==> src/rtl/irqv_pkg.sv <==
package irqv_pkg;

  localparam int N_HW = 3;

  typedef enum logic [1:0] {
    SRC_T0  = 2'd0,
    SRC_T1  = 2'd1,
    SRC_EXT = 2'd2,
    SRC_SWI = 2'd3
  } irq_src_e;

  typedef enum logic [3:0] {
    ST_IDLE,
    ST_PUSH_PCL,
    ST_PUSH_PCH,
    ST_PUSH_PG,
    ST_PUSH_ST,
    ST_VEC,
    ST_POP_ST,
    ST_POP_PG,
    ST_POP_PCH,
    ST_POP_PCL,
    ST_RESTORE
  } seq_st_e;

  localparam logic [15:0] VEC_TOP  = 16'h3FF0;
  localparam int          VEC_SHFT = 4;

  // entry offsets step down by 16 bytes in priority order
  function automatic logic [15:0] vec_of(irq_src_e s);
    return VEC_TOP - (16'(s) << VEC_SHFT);
  endfunction

endpackage

==> src/rtl/irqv_sync_edge.sv <==
module irqv_sync_edge #(
  parameter int STAGES = 2
) (
  input  logic clk,
  input  logic rst_n,
  input  logic pin,
  output logic rise
);
  logic [STAGES:0] sh_q, sh_n;

  always_comb begin
    sh_n = {sh_q[STAGES-1:0], pin};
  end

  always_ff @(posedge clk or negedge rst_n) begin
    if (!rst_n) sh_q <= '0;
    else        sh_q <= sh_n;
  end

  assign rise = sh_q[STAGES-1] & ~sh_q[STAGES];
endmodule

==> src/rtl/irqv_pend_pick.sv <==
module irqv_pend_pick
  import irqv_pkg::*;
#(
  parameter int NH = N_HW
) (
  input  logic          clk,
  input  logic          rst_n,
  input  logic [NH-1:0] hw_set,
  input  logic          swi_set,
  input  logic [NH-1:0] en_bits,
  input  logic          mask,
  input  logic          accept,
  output logic          take_valid,
  output irq_src_e      take_src
);
  localparam int SWI_IDX = NH;

  logic [NH:0] pend_q, pend_n, set_v, clr_v, cen_v;

  assign set_v = {swi_set, hw_set};

  for (genvar g = 0; g <= NH; g++) begin : g_pend
    assign clr_v[g]  = accept && (int'(take_src) == g);
    assign cen_v[g]  = set_v[g] | clr_v[g];
    assign pend_n[g] = set_v[g] | (pend_q[g] & ~clr_v[g]);

    always_ff @(posedge clk or negedge rst_n) begin
      if (!rst_n)        pend_q[g] <= 1'b0;
      else if (cen_v[g]) pend_q[g] <= pend_n[g];
    end
  end

  // lowest index wins: loop from the bottom of the order upward
  always_comb begin
    take_valid = pend_q[SWI_IDX];
    take_src   = SRC_SWI;
    if (!mask) begin
      for (int i = NH - 1; i >= 0; i--) begin
        if (pend_q[i] && en_bits[i]) begin
          take_valid = 1'b1;
          take_src   = irq_src_e'(2'(i));
        end
      end
    end
  end
endmodule

==> src/rtl/irqv_seq.sv <==
module irqv_seq
  import irqv_pkg::*;
#(
  parameter int PC_W     = 14,
  parameter int PG_W     = 6,
  parameter int DW       = 8,
  parameter int AW       = 8,
  parameter int MASK_BIT = 4,
  parameter int VEC_PG   = 3
) (
  input  logic            clk,
  input  logic            rst_n,
  input  logic            take_valid,
  input  irq_src_e        take_src,
  input  logic            rti_req,
  input  logic            stop_mode,
  input  logic [PC_W-1:0] cur_pc,
  input  logic [PG_W-1:0] cur_page,
  input  logic [DW-1:0]   cur_status,
  input  logic [AW-1:0]   cur_sp,
  input  logic [DW-1:0]   stk_rdata,
  output logic            accept,
  output logic [AW-1:0]   stk_addr,
  output logic            stk_we,
  output logic [DW-1:0]   stk_wdata,
  output logic            stk_re,
  output logic            busy,
  output logic            i_flag,
  output logic            vec_load,
  output logic [PG_W-1:0] vec_page,
  output logic [PC_W-1:0] vec_pc,
  output logic            vec_sets_page,
  output logic            ret_load,
  output logic [PC_W-1:0] ret_pc,
  output logic [PG_W-1:0] ret_page,
  output logic [DW-1:0]   ret_status,
  output logic            sp_wr,
  output logic [AW-1:0]   sp_next
);
  localparam int          PCH_W    = PC_W - DW;
  localparam logic [DW-1:0] MASK_CLR = ~(DW'(1) << MASK_BIT);

  seq_st_e         st_q, st_n;
  logic [AW-1:0]   sp_q, sp_n;
  irq_src_e        src_q, src_n;
  logic [PC_W-1:0] pc_q, pc_n;
  logic [PG_W-1:0] pg_q, pg_n;
  logic [DW-1:0]   sr_q, sr_n;
  logic            if_q, if_n;

  always_comb begin
    st_n      = st_q;
    sp_n      = sp_q;
    src_n     = src_q;
    pc_n      = pc_q;
    pg_n      = pg_q;
    sr_n      = sr_q;
    if_n      = if_q;
    stk_addr  = sp_q;
    stk_we    = 1'b0;
    stk_wdata = '0;
    stk_re    = 1'b0;
    accept    = 1'b0;
    vec_load  = 1'b0;
    ret_load  = 1'b0;
    sp_wr     = 1'b0;
    unique case (st_q)
      ST_IDLE: begin
        if (!stop_mode) begin
          if (rti_req) begin
            st_n = ST_POP_ST;
            sp_n = cur_sp;
          end else if (take_valid) begin
            accept = 1'b1;
            st_n   = ST_PUSH_PCL;
            sp_n   = cur_sp;
            src_n  = take_src;
            pc_n   = cur_pc;
            pg_n   = cur_page;
            sr_n   = cur_status;
          end
        end
      end
      ST_PUSH_PCL: begin
        stk_we    = 1'b1;
        stk_wdata = pc_q[DW-1:0];
        sp_n      = sp_q - AW'(1);
        st_n      = ST_PUSH_PCH;
      end
      ST_PUSH_PCH: begin
        stk_we    = 1'b1;
        stk_wdata = DW'(pc_q[PC_W-1:DW]);
        sp_n      = sp_q - AW'(1);
        st_n      = ST_PUSH_PG;
      end
      ST_PUSH_PG: begin
        stk_we    = 1'b1;
        stk_wdata = DW'(pg_q);
        sp_n      = sp_q - AW'(1);
        st_n      = ST_PUSH_ST;
      end
      ST_PUSH_ST: begin
        stk_we    = 1'b1;
        stk_wdata = sr_q;
        sp_n      = sp_q - AW'(1);
        st_n      = ST_VEC;
      end
      ST_VEC: begin
        vec_load = 1'b1;
        sp_wr    = 1'b1;
        if_n     = 1'b1;
        st_n     = ST_IDLE;
      end
      ST_POP_ST: begin
        stk_addr = sp_q + AW'(1);
        stk_re   = 1'b1;
        sr_n     = stk_rdata;
        sp_n     = sp_q + AW'(1);
        st_n     = ST_POP_PG;
      end
      ST_POP_PG: begin
        stk_addr = sp_q + AW'(1);
        stk_re   = 1'b1;
        pg_n     = stk_rdata[PG_W-1:0];
        sp_n     = sp_q + AW'(1);
        st_n     = ST_POP_PCH;
      end
      ST_POP_PCH: begin
        stk_addr           = sp_q + AW'(1);
        stk_re             = 1'b1;
        pc_n[PC_W-1:DW]    = stk_rdata[PCH_W-1:0];
        sp_n               = sp_q + AW'(1);
        st_n               = ST_POP_PCL;
      end
      ST_POP_PCL: begin
        stk_addr     = sp_q + AW'(1);
        stk_re       = 1'b1;
        pc_n[DW-1:0] = stk_rdata;
        sp_n         = sp_q + AW'(1);
        st_n         = ST_RESTORE;
      end
      ST_RESTORE: begin
        ret_load = 1'b1;
        sp_wr    = 1'b1;
        if_n     = 1'b0;
        st_n     = ST_IDLE;
      end
      default: st_n = ST_IDLE;
    endcase
  end

  always_ff @(posedge clk or negedge rst_n) begin
    if (!rst_n) begin
      st_q  <= ST_IDLE;
      sp_q  <= '0;
      src_q <= SRC_T0;
      pc_q  <= '0;
      pg_q  <= '0;
      sr_q  <= '0;
      if_q  <= 1'b0;
    end else begin
      st_q  <= st_n;
      sp_q  <= sp_n;
      src_q <= src_n;
      pc_q  <= pc_n;
      pg_q  <= pg_n;
      sr_q  <= sr_n;
      if_q  <= if_n;
    end
  end

  assign busy          = (st_q != ST_IDLE);
  assign i_flag        = if_q;
  assign vec_page      = PG_W'(VEC_PG);
  assign vec_pc        = PC_W'(vec_of(src_q));
  assign vec_sets_page = (src_q == SRC_SWI);
  assign ret_pc        = pc_q;
  assign ret_page      = pg_q;
  assign ret_status    = sr_q & MASK_CLR;
  assign sp_next       = sp_q;
endmodule

==> src/rtl/irq_vector_unit.sv <==
module irq_vector_unit
  import irqv_pkg::*;
#(
  parameter int PC_W        = 14,
  parameter int PG_W        = 6,
  parameter int DW          = 8,
  parameter int AW          = 8,
  parameter int MASK_BIT    = 4,
  parameter int VEC_PG      = 3,
  parameter int SYNC_STAGES = 2
) (
  input  logic            clk,
  input  logic            rst_n,
  input  logic [2:0]      en_bits,
  input  logic            t0_req,
  input  logic            t1_req,
  input  logic            ext_pin,
  input  logic            swi_req,
  input  logic            rti_req,
  input  logic            stop_mode,
  input  logic [PC_W-1:0] cur_pc,
  input  logic [PG_W-1:0] cur_page,
  input  logic [DW-1:0]   cur_status,
  input  logic [AW-1:0]   cur_sp,
  output logic [AW-1:0]   stk_addr,
  output logic            stk_we,
  output logic [DW-1:0]   stk_wdata,
  output logic            stk_re,
  input  logic [DW-1:0]   stk_rdata,
  output logic            busy,
  output logic            i_flag,
  output logic            vec_load,
  output logic [PG_W-1:0] vec_page,
  output logic [PC_W-1:0] vec_pc,
  output logic            vec_sets_page,
  output logic            ret_load,
  output logic [PC_W-1:0] ret_pc,
  output logic [PG_W-1:0] ret_page,
  output logic [DW-1:0]   ret_status,
  output logic            sp_wr,
  output logic [AW-1:0]   sp_next,
  output logic            wake
);
  // reset: asserted at once, released after two clean edges
  logic [1:0] rs_q;
  logic       rst_core_n;

  always_ff @(posedge clk or negedge rst_n) begin
    if (!rst_n) rs_q <= 2'b00;
    else        rs_q <= {rs_q[0], 1'b1};
  end
  assign rst_core_n = rs_q[1];

  logic     ext_rise, take_valid, accept;
  irq_src_e take_src;

  irqv_sync_edge #(.STAGES(SYNC_STAGES)) u_sync (
    .clk  (clk),
    .rst_n(rst_core_n),
    .pin  (ext_pin),
    .rise (ext_rise)
  );

  irqv_pend_pick #(.NH(N_HW)) u_pick (
    .clk       (clk),
    .rst_n     (rst_core_n),
    .hw_set    ({ext_rise, t1_req, t0_req}),
    .swi_set   (swi_req),
    .en_bits   (en_bits),
    .mask      (i_flag),
    .accept    (accept),
    .take_valid(take_valid),
    .take_src  (take_src)
  );

  irqv_seq #(
    .PC_W(PC_W), .PG_W(PG_W), .DW(DW), .AW(AW),
    .MASK_BIT(MASK_BIT), .VEC_PG(VEC_PG)
  ) u_seq (
    .clk          (clk),
    .rst_n        (rst_core_n),
    .take_valid   (take_valid),
    .take_src     (take_src),
    .rti_req      (rti_req),
    .stop_mode    (stop_mode),
    .cur_pc       (cur_pc),
    .cur_page     (cur_page),
    .cur_status   (cur_status),
    .cur_sp       (cur_sp),
    .stk_rdata    (stk_rdata),
    .accept       (accept),
    .stk_addr     (stk_addr),
    .stk_we       (stk_we),
    .stk_wdata    (stk_wdata),
    .stk_re       (stk_re),
    .busy         (busy),
    .i_flag       (i_flag),
    .vec_load     (vec_load),
    .vec_page     (vec_page),
    .vec_pc       (vec_pc),
    .vec_sets_page(vec_sets_page),
    .ret_load     (ret_load),
    .ret_pc       (ret_pc),
    .ret_page     (ret_page),
    .ret_status   (ret_status),
    .sp_wr        (sp_wr),
    .sp_next      (sp_next)
  );

  assign wake = stop_mode & ext_rise;
endmodule

==> config.mk <==
export PLATFORM = sky130hd
export DESIGN_NAME = irq_vector_unit
export DESIGN_NICKNAME = d
export VERILOG_FILES = /design/src/rtl/irqv_pkg.sv /design/src/rtl/irqv_sync_edge.sv /design/src/rtl/irqv_pend_pick.sv /design/src/rtl/irqv_seq.sv /design/src/rtl/irq_vector_unit.sv
export SDC_FILE = /design/constraint.sdc
export NUM_CORES = 1
export LEC_CHECK = 0
export BUFFER_PORTS_ARGS = -buffer_cell sky130_fd_sc_hd__buf_2
export CELL_PAD_IN_SITES_DETAIL_PLACEMENT = 2
export CELL_PAD_IN_SITES_GLOBAL_PLACEMENT = 2
export CORE_ASPECT_RATIO = 0.8
export CORE_UTILIZATION = 27
export CTS_BUF_LIST = sky130_fd_sc_hd__clkbuf_4 sky130_fd_sc_hd__clkbuf_8 sky130_fd_sc_hd__clkbuf_16
export DETAILED_ROUTE_END_ITERATION = 12
export PLACE_DENSITY = 0.79
export SLEW_MARGIN = 20
export SYNTH_ARGS = -nofsm -noshare
export SYNTH_HDL_FRONTEND = slang
export SYNTH_SLANG_ARGS = --single-unit
export TNS_END_PERCENT = 1
==> constraint.sdc <==
create_clock -name clk -period 2 [get_ports clk]
set_input_delay 0 -clock clk [delete_from_list [all_inputs] [get_ports clk]]
set_output_delay 0 -clock clk [all_outputs]
set_load 0.01 [all_outputs]
==> impl_metrics.py, run 1 <==
metrics = {
    "worst_setup_path": {
        "r2r-start": "u_seq.i_flag$_DFFE_PN0P_",
        "arrival_ps": 2220,
        "worstPathMaxFanout": 6,
        "regToRegEndpoint": "u_seq.ret_pc[12]$_DFFE_PN0P_",
        "critical_path_buf_inv_count": 1,
        "cpMaxStageDelayCell": "dfrtp_1",
        "criticalPathCategory": "register to register",
        "crit_chain": "and3b_2, a211oi_2, or3_4, a2111oi_4, buf_6, mux2_2",
        "crit_path_start_kind": "register",
        "r2r_slack_ps": -40,
        "critPathMaxStageDelay_ps": 400,
        "cp_top_family": "simple AND/OR/NAND/NOR gates",
        "worstPathRequired_ps": 2180,
        "endpoint_kind": "register",
        "rr_worst_depth": 6,
    },
    "synth": {
        "ys.flop_type": "dfrtp_1",
        "synth_edf_count": 0,
        "syn_inst": 387,
        "syn_avg_cell_area_um2": 8.34,
        "synth-seq-cells": 52,
        "ys_async_sr_fraction": 1.00,
        "synth.distinct_cells": 51,
        "yosysWarnings": 0,
        "netlist_area_mm2": 0.00323,
        "ys_seq_area_frac": 0.403,
    },
    "global_route": {
        "grt_overflow": 0,
        "antenna_found_initial": 0,
        "first_global_vias": 3904,
        "grt_max_degree": 31,
        "grt_util_all_layers": 0.215,
        "grt_pass1_wl_um": 21300,
    },
    "cts": {
        "cts.htree.levels": 2,
        "cts-root-buf": "clkbuf_16",
        "cts_tree": "yes",
        "cts-buffers-inserted": 5,
        "clk_pin_slew_ps": 70,
        "clockBufferDepth": 2,
        "cts_sinks": 52,
        "insertion_delay_ps": 290,
    },
    "cells_and_area": {
        "fin_nets": 591,
        "areaGrowthSynthToFinish_pct": 39.0,
        "instances_no_fill": 682,
        "drive_above_1_share": 0.339,
        "fill_cells": 1341,
        "diodes": 0,
    },
    "sta": {
        "hold_violations": 0,
        "whs_ps": 8.08,
        "setup_tns_ps": -247,
        "drv_slew": 0,
        "slew_headroom": 0.538,
        "fin_crit_ps": 2040,
        "period_share": 1.02,
        "setup_viol": 10,
        "fin_ws_ps": -43.6,
        "rsz0062_at_grt": "true",
        "fmax_ghz": 0.489,
        "skew_ps": 4.38,
        "worst_pin_slew_ps": 693,
    },
    "place": {
        "place_hpwl_um": 9460,
        "place_ws_ps": -44.9,
        "dp_cells": 647,
        "portBuffers": 116,
        "gp_congestion": 0.800,
    },
    "die": {
        "rows": 35,
        "io_pins": 136,
        "core_mm2": 0.0116,
        "initial_core_util": 0.279,
        "die_x_um": 124,
        "fp.dieH_um": 99.8,
        "die-area_mm2": 0.0124,
    },
    "hold_path": {
        "hold_path_depth": 3,
        "whs_endpoint": "u_seq.sp_next[0]$_DFFE_PN0P_",
        "holdCritStartpoint": "cur_sp[0]",
        "hp-class": "input pin to register",
    },
    "run_status": {
        "violations": "negative setup slack",
        "status": "finished, violations left",
    },
    "route": {
        "drt-wirelength-per-cell_um": 19.3,
        "first_pass_iters": 4,
        "drtIter0Drc": 106,
        "vias": 3525,
        "finalWirelength_um": 13200,
        "final_antenna_net_count": 0,
        "vias_per_cell": 5.17,
        "drc_errors": 0,
    },
    "power_and_ir_drop": {
        "powerDensity_mw_per_mm2": 1650,
        "power_leakage_nw": 2.10,
        "ir_worst_vdd_mv": 0.497,
        "power_w": 0.00740,
    },
    "flow_run": {
        "max-cap-violations": 0,
    },
}
[power by group]
part | internal [W] | leakage (nW) | switching [W] | total (W)
Clock | 0.000628 | 0.0871 | 0.000418 | 0.00105
Combinational | 0.00179 | 1.41 | 0.00252 | 0.00431
Sequential | 0.00152 | 0.602 | 0.000512 | 0.00203
[cell families after synthesis]
logic type,Yosys count,share of synthesized area
compound gates,97,0.202
mux,13,0.0450
flops,52,0.403
buf+inv,66,0.110
other cells,2,0.00233
fa+ha+maj,3,0.0116
xor+xnor,7,0.0190
simple gates,147,0.207
[worst register-to-register path: cells and delay by family, from the launching register on]
kind	cells	cell delay [ps]
flip-flops	1	400
AO/OA/AOI/OAI	2	390
AND/OR/NAND/NOR	2	600
multiplexers	1	340
buffers and inverters	1	180
[how the worst max path moves through the flow]
stage	startpoint	endpoint	slack (ps)	cells after the start
floorplan	u_seq.i_flag$_DFFE_PN0P_	u_seq.ret_pc[10]$_DFFE_PN0P_	-30	5
global placement	u_seq.i_flag$_DFFE_PN0P_	u_seq.ret_pc[10]$_DFFE_PN0P_	50	6
detailed placement	u_seq.i_flag$_DFFE_PN0P_	u_seq.ret_pc[12]$_DFFE_PN0P_	-40	6
CTS	u_seq.i_flag$_DFFE_PN0P_	u_seq.ret_pc[12]$_DFFE_PN0P_	-80	6
global route	u_seq.i_flag$_DFFE_PN0P_	u_seq.ret_pc[13]$_DFFE_PN0P_	-90	6
finish	u_seq.i_flag$_DFFE_PN0P_	u_seq.ret_pc[12]$_DFFE_PN0P_	-40	6
[metrics by stage]
stage                util  area (um2)
floorplan               -        3290
global placement    0.347        4010
detailed placement  0.347        4010
CTS                 0.387        4470
global route        0.388        4490
finish              0.388        4490
[registers in the layout, indices dropped and copies added (netlist names)]
| register | flops |
|---|---|
| u_seq.ret_pc | 14 |
| u_seq.sp_next | 8 |
| u_seq.sr_q | 8 |
| u_seq.ret_page | 6 |
| u_pick.pend_q | 4 |
| u_seq.st_q | 4 |
| u_sync.sh_q | 3 |
| rs_q | 2 |
| u_seq.src_q | 2 |
| u_seq.i_flag | 1 |
[metal layers]
metal | part of all wire | track usage | vias up
met5 | 0 | 0 | -
met4 | 0.021 | 0.0612 | 0
met3 | 0.043 | 0.0288 | 22
met2 | 0.51 | 0.382 | 113
met1 | 0.42 | 0.273 | 1787
li1 | - | - | 1603
[layout make-up]
cell class | instances | area, um2 | share of cell area
Clock buffer | 6 | 139 | 0.0310
Clock inverter | 2 | 38.8 | 0.00865
Inverter | 16 | 60.1 | 0.0134
Multi-Input combinational cell | 287 | 1660 | 0.371
Sequential cell | 52 | 1310 | 0.291
Tap cell | 148 | 185 | 0.0413
Timing Repair Buffer | 171 | 1090 | 0.244
[synth_stat cells (all sizes together), types with 4 or more instances]
library cell / instances / area share
nand2b: 4 / 0.0078
buf: 38 / 0.077
nor2b: 4 / 0.0078
a31oi: 23 / 0.045
xnor2: 6 / 0.016
a22oi: 14 / 0.033
o21ai: 18 / 0.028
a21oi: 13 / 0.020
clkbuf: 12 / 0.014
nor3: 10 / 0.016
inv: 16 / 0.019
nor2: 43 / 0.050
o22ai: 9 / 0.017
dfrtp: 52 / 0.40
nand2: 60 / 0.070
nand3: 7 / 0.011
mux2: 12 / 0.042
[cell usage in the layout (no fill, tap or decap), types with 14 or more instances in the layout]
cell / Yosys / layout
buf_2: 7 / 116
nand2_1: 60 / 60
o21ai_0: 18 / 18
dlygate4sd3_1: 0 / 26
inv_1: 16 / 15
buf_4: 26 / 24
a22oi_1: 14 / 14
a31oi_1: 23 / 23
conb_1: 2 / 20
nor2_1: 43 / 42
dfrtp_1: 52 / 49
[what timing repair did]
item,in CTS,in global routing
buffers inserted,1,0
hold buffers,26,0
gates cloned,0,0
setup endpoints to repair,26,47
endpoints found under the hold margin,26,0
resized for setup,4,7
No activity file was read; power rests on OpenSTA's default activity.
==> inputs of run 2 (changes only) <==
Settings changed: HOLD_SLACK_MARGIN from default to 0.15.
==> impl_metrics.py, run 2 (synthesis results as in run 1) <==
metrics = {
    "run_status": {
        "status": "finished, violations left",
        "violations": "negative setup slack",
    },
    "place": {
        "place_hpwl_um": 9460,
        "placed_area_mm2": 0.00401,
        "dp_cells": 647,
        "gp_congestion": 0.800,
        "portBuffers": 116,
    },
    "sta": {
        "worst_pin_slew_ps": 722,
        "hold_violations": 0,
        "period_share": 1.04,
        "drv_slew": 0,
        "rsz0062_at_grt": "true",
        "setup_viol": 7,
        "fin_ws_ps": -80.5,
        "slew_headroom": 0.519,
        "skew_ps": 6.82,
        "fmax_ghz": 0.481,
        "fin_crit_ps": 2080,
    },
    "die": {
        "io_pins": 136,
        "rows": 35,
        "core_mm2": 0.0116,
        "die-area_mm2": 0.0124,
        "fp.dieH_um": 99.8,
        "initial_core_util": 0.279,
        "die_x_um": 124,
    },
    "worst_setup_path": {
        "critical_path_buf_inv_count": 1,
        "criticalPathCategory": "register to register",
        "worstPathMaxFanout": 6,
        "worstPathRequired_ps": 2180,
        "crit_start": "u_seq.i_flag$_DFFE_PN0P_",
        "critPathMaxStageDelay_ps": 420,
        "crit_chain": "and3b_2, a211oi_2, or3_4, a2111oi_4, buf_6, mux2_2",
        "arrival_ps": 2260,
        "cp_top_family": "simple AND/OR/NAND/NOR gates",
        "r2r-start": "u_seq.i_flag$_DFFE_PN0P_",
        "crit_path_start_kind": "register",
        "endpoint_kind": "register",
        "cpMaxStageDelayCell": "dfrtp_1",
    },
    "cells_and_area": {
        "final_area_mm2": 0.00476,
        "diodes": 0,
        "regArea_mm2": 0.00130,
        "layout_common_cells": "buf_2 (116), nand2_1 (60), dlygate4sd3_1 (53)",
        "areaGrowthSynthToFinish_pct": 47.7,
        "mostFrequentLayoutCell": "buf_2",
        "fin_nets": 618,
        "fill_cells": 1310,
        "instances_no_fill": 709,
        "drive_above_1_share": 0.323,
        "multi_input_area_mm2": 0.00167,
        "largest_reg_flops": 14,
    },
    "power_and_ir_drop": {
        "power_leakage_nw": 2.22,
        "powerDensity_mw_per_mm2": 1610,
        "ir_worst_vdd_mv": 0.455,
    },
    "cts": {
        "cts_tree": "yes",
        "cts-root-buf": "clkbuf_16",
        "cts_sinks": 52,
        "cts.htree.levels": 2,
        "clockBufferDepth": 2,
        "cts-buffers-inserted": 5,
        "insertion_delay_ps": 300,
        "clk_pin_slew_ps": 70,
    },
    "global_route": {
        "antenna_found_initial": 0,
        "grt_max_degree": 31,
        "first_global_vias": 4212,
        "grt_overflow": 0,
        "grt_util_all_layers": 0.251,
        "grt_pass1_wl_um": 24300,
    },
    "route": {
        "first_pass_iters": 5,
        "vias": 3717,
        "drc_errors": 0,
        "vias_per_cell": 5.24,
        "drt-wirelength-per-cell_um": 21.6,
        "finalWirelength_um": 15300,
        "drtIter0Drc": 174,
        "final_antenna_net_count": 0,
    },
    "flow_run": {
        "max-cap-violations": 0,
    },
    "hold_path": {
        "hp-class": "register to asynchronous set/reset pin",
    },
}
## run 2: what timing repair did
item | in CTS | in global routing
hold endpoints to repair | 45 | 0
setup endpoints to repair | 26 | 54
resized for setup | 4 | 9
cloned | 0 | 0
setup buffers | 1 | 0
hold buffers | 53 | 0
## run 2: area by class of cell
class / count / area share
flip-flops and latches: 52 / 0.274
clock inverters: 2 / 0.00814
repair buffers: 198 / 0.287
multi-input cells: 287 / 0.351
inverters: 16 / 0.0126
well taps: 148 / 0.0389
clock buffers: 6 / 0.0291
## run 2: worst paths after layout
path,slack (ps),end,cells past startpoint
worst max-delay path,-80,u_seq.ret_pc[9]$_DFFE_PN0P_,6
min in group clk,270,u_pick.pend_q[2]$_DFFE_PN0P_,4
worst max register to register,-80,u_seq.ret_pc[9]$_DFFE_PN0P_,6
worst min-delay path,240,u_pick.pend_q[2]$_DFFE_PN0P_,0
worst min register to register,240,u_pick.pend_q[2]$_DFFE_PN0P_,0
max in group asynchronous,1190,u_seq.st_q[3]$_DFFE_PN0P_,1
## run 2: report_power, final
part	switching, W	internal, W	leakage (nW)	total [W]
sequential	0.000550	0.00152	0.604	0.00207
combinational	0.00269	0.00185	1.53	0.00454
clock	0.000426	0.000629	0.0871	0.00106
## run 2: metrics by stage
stage                util  power, W  setup slack, ps  TNS, ps  hold WS [ps]
floorplan               -   0.00441            -32.3     -194          -296
detailed placement  0.347   0.00618            -44.9     -258          -212
CTS                 0.410   0.00737            -76.0     -482           265
finish              0.412   0.00766            -80.5     -378           243
global route        0.412   0.00810             -133    -1250           278
global placement    0.347   0.00594             50.9        0          -213
## run 2: layer usage
| metal | routed length (um) | track usage |
|---|---|---|
| met1 | 6520 | 0.307 |
| met2 | 7720 | 0.447 |
| met3 | 619 | 0.0405 |
| met4 | 465 | 0.0945 |
| met5 | 0 | 0 |
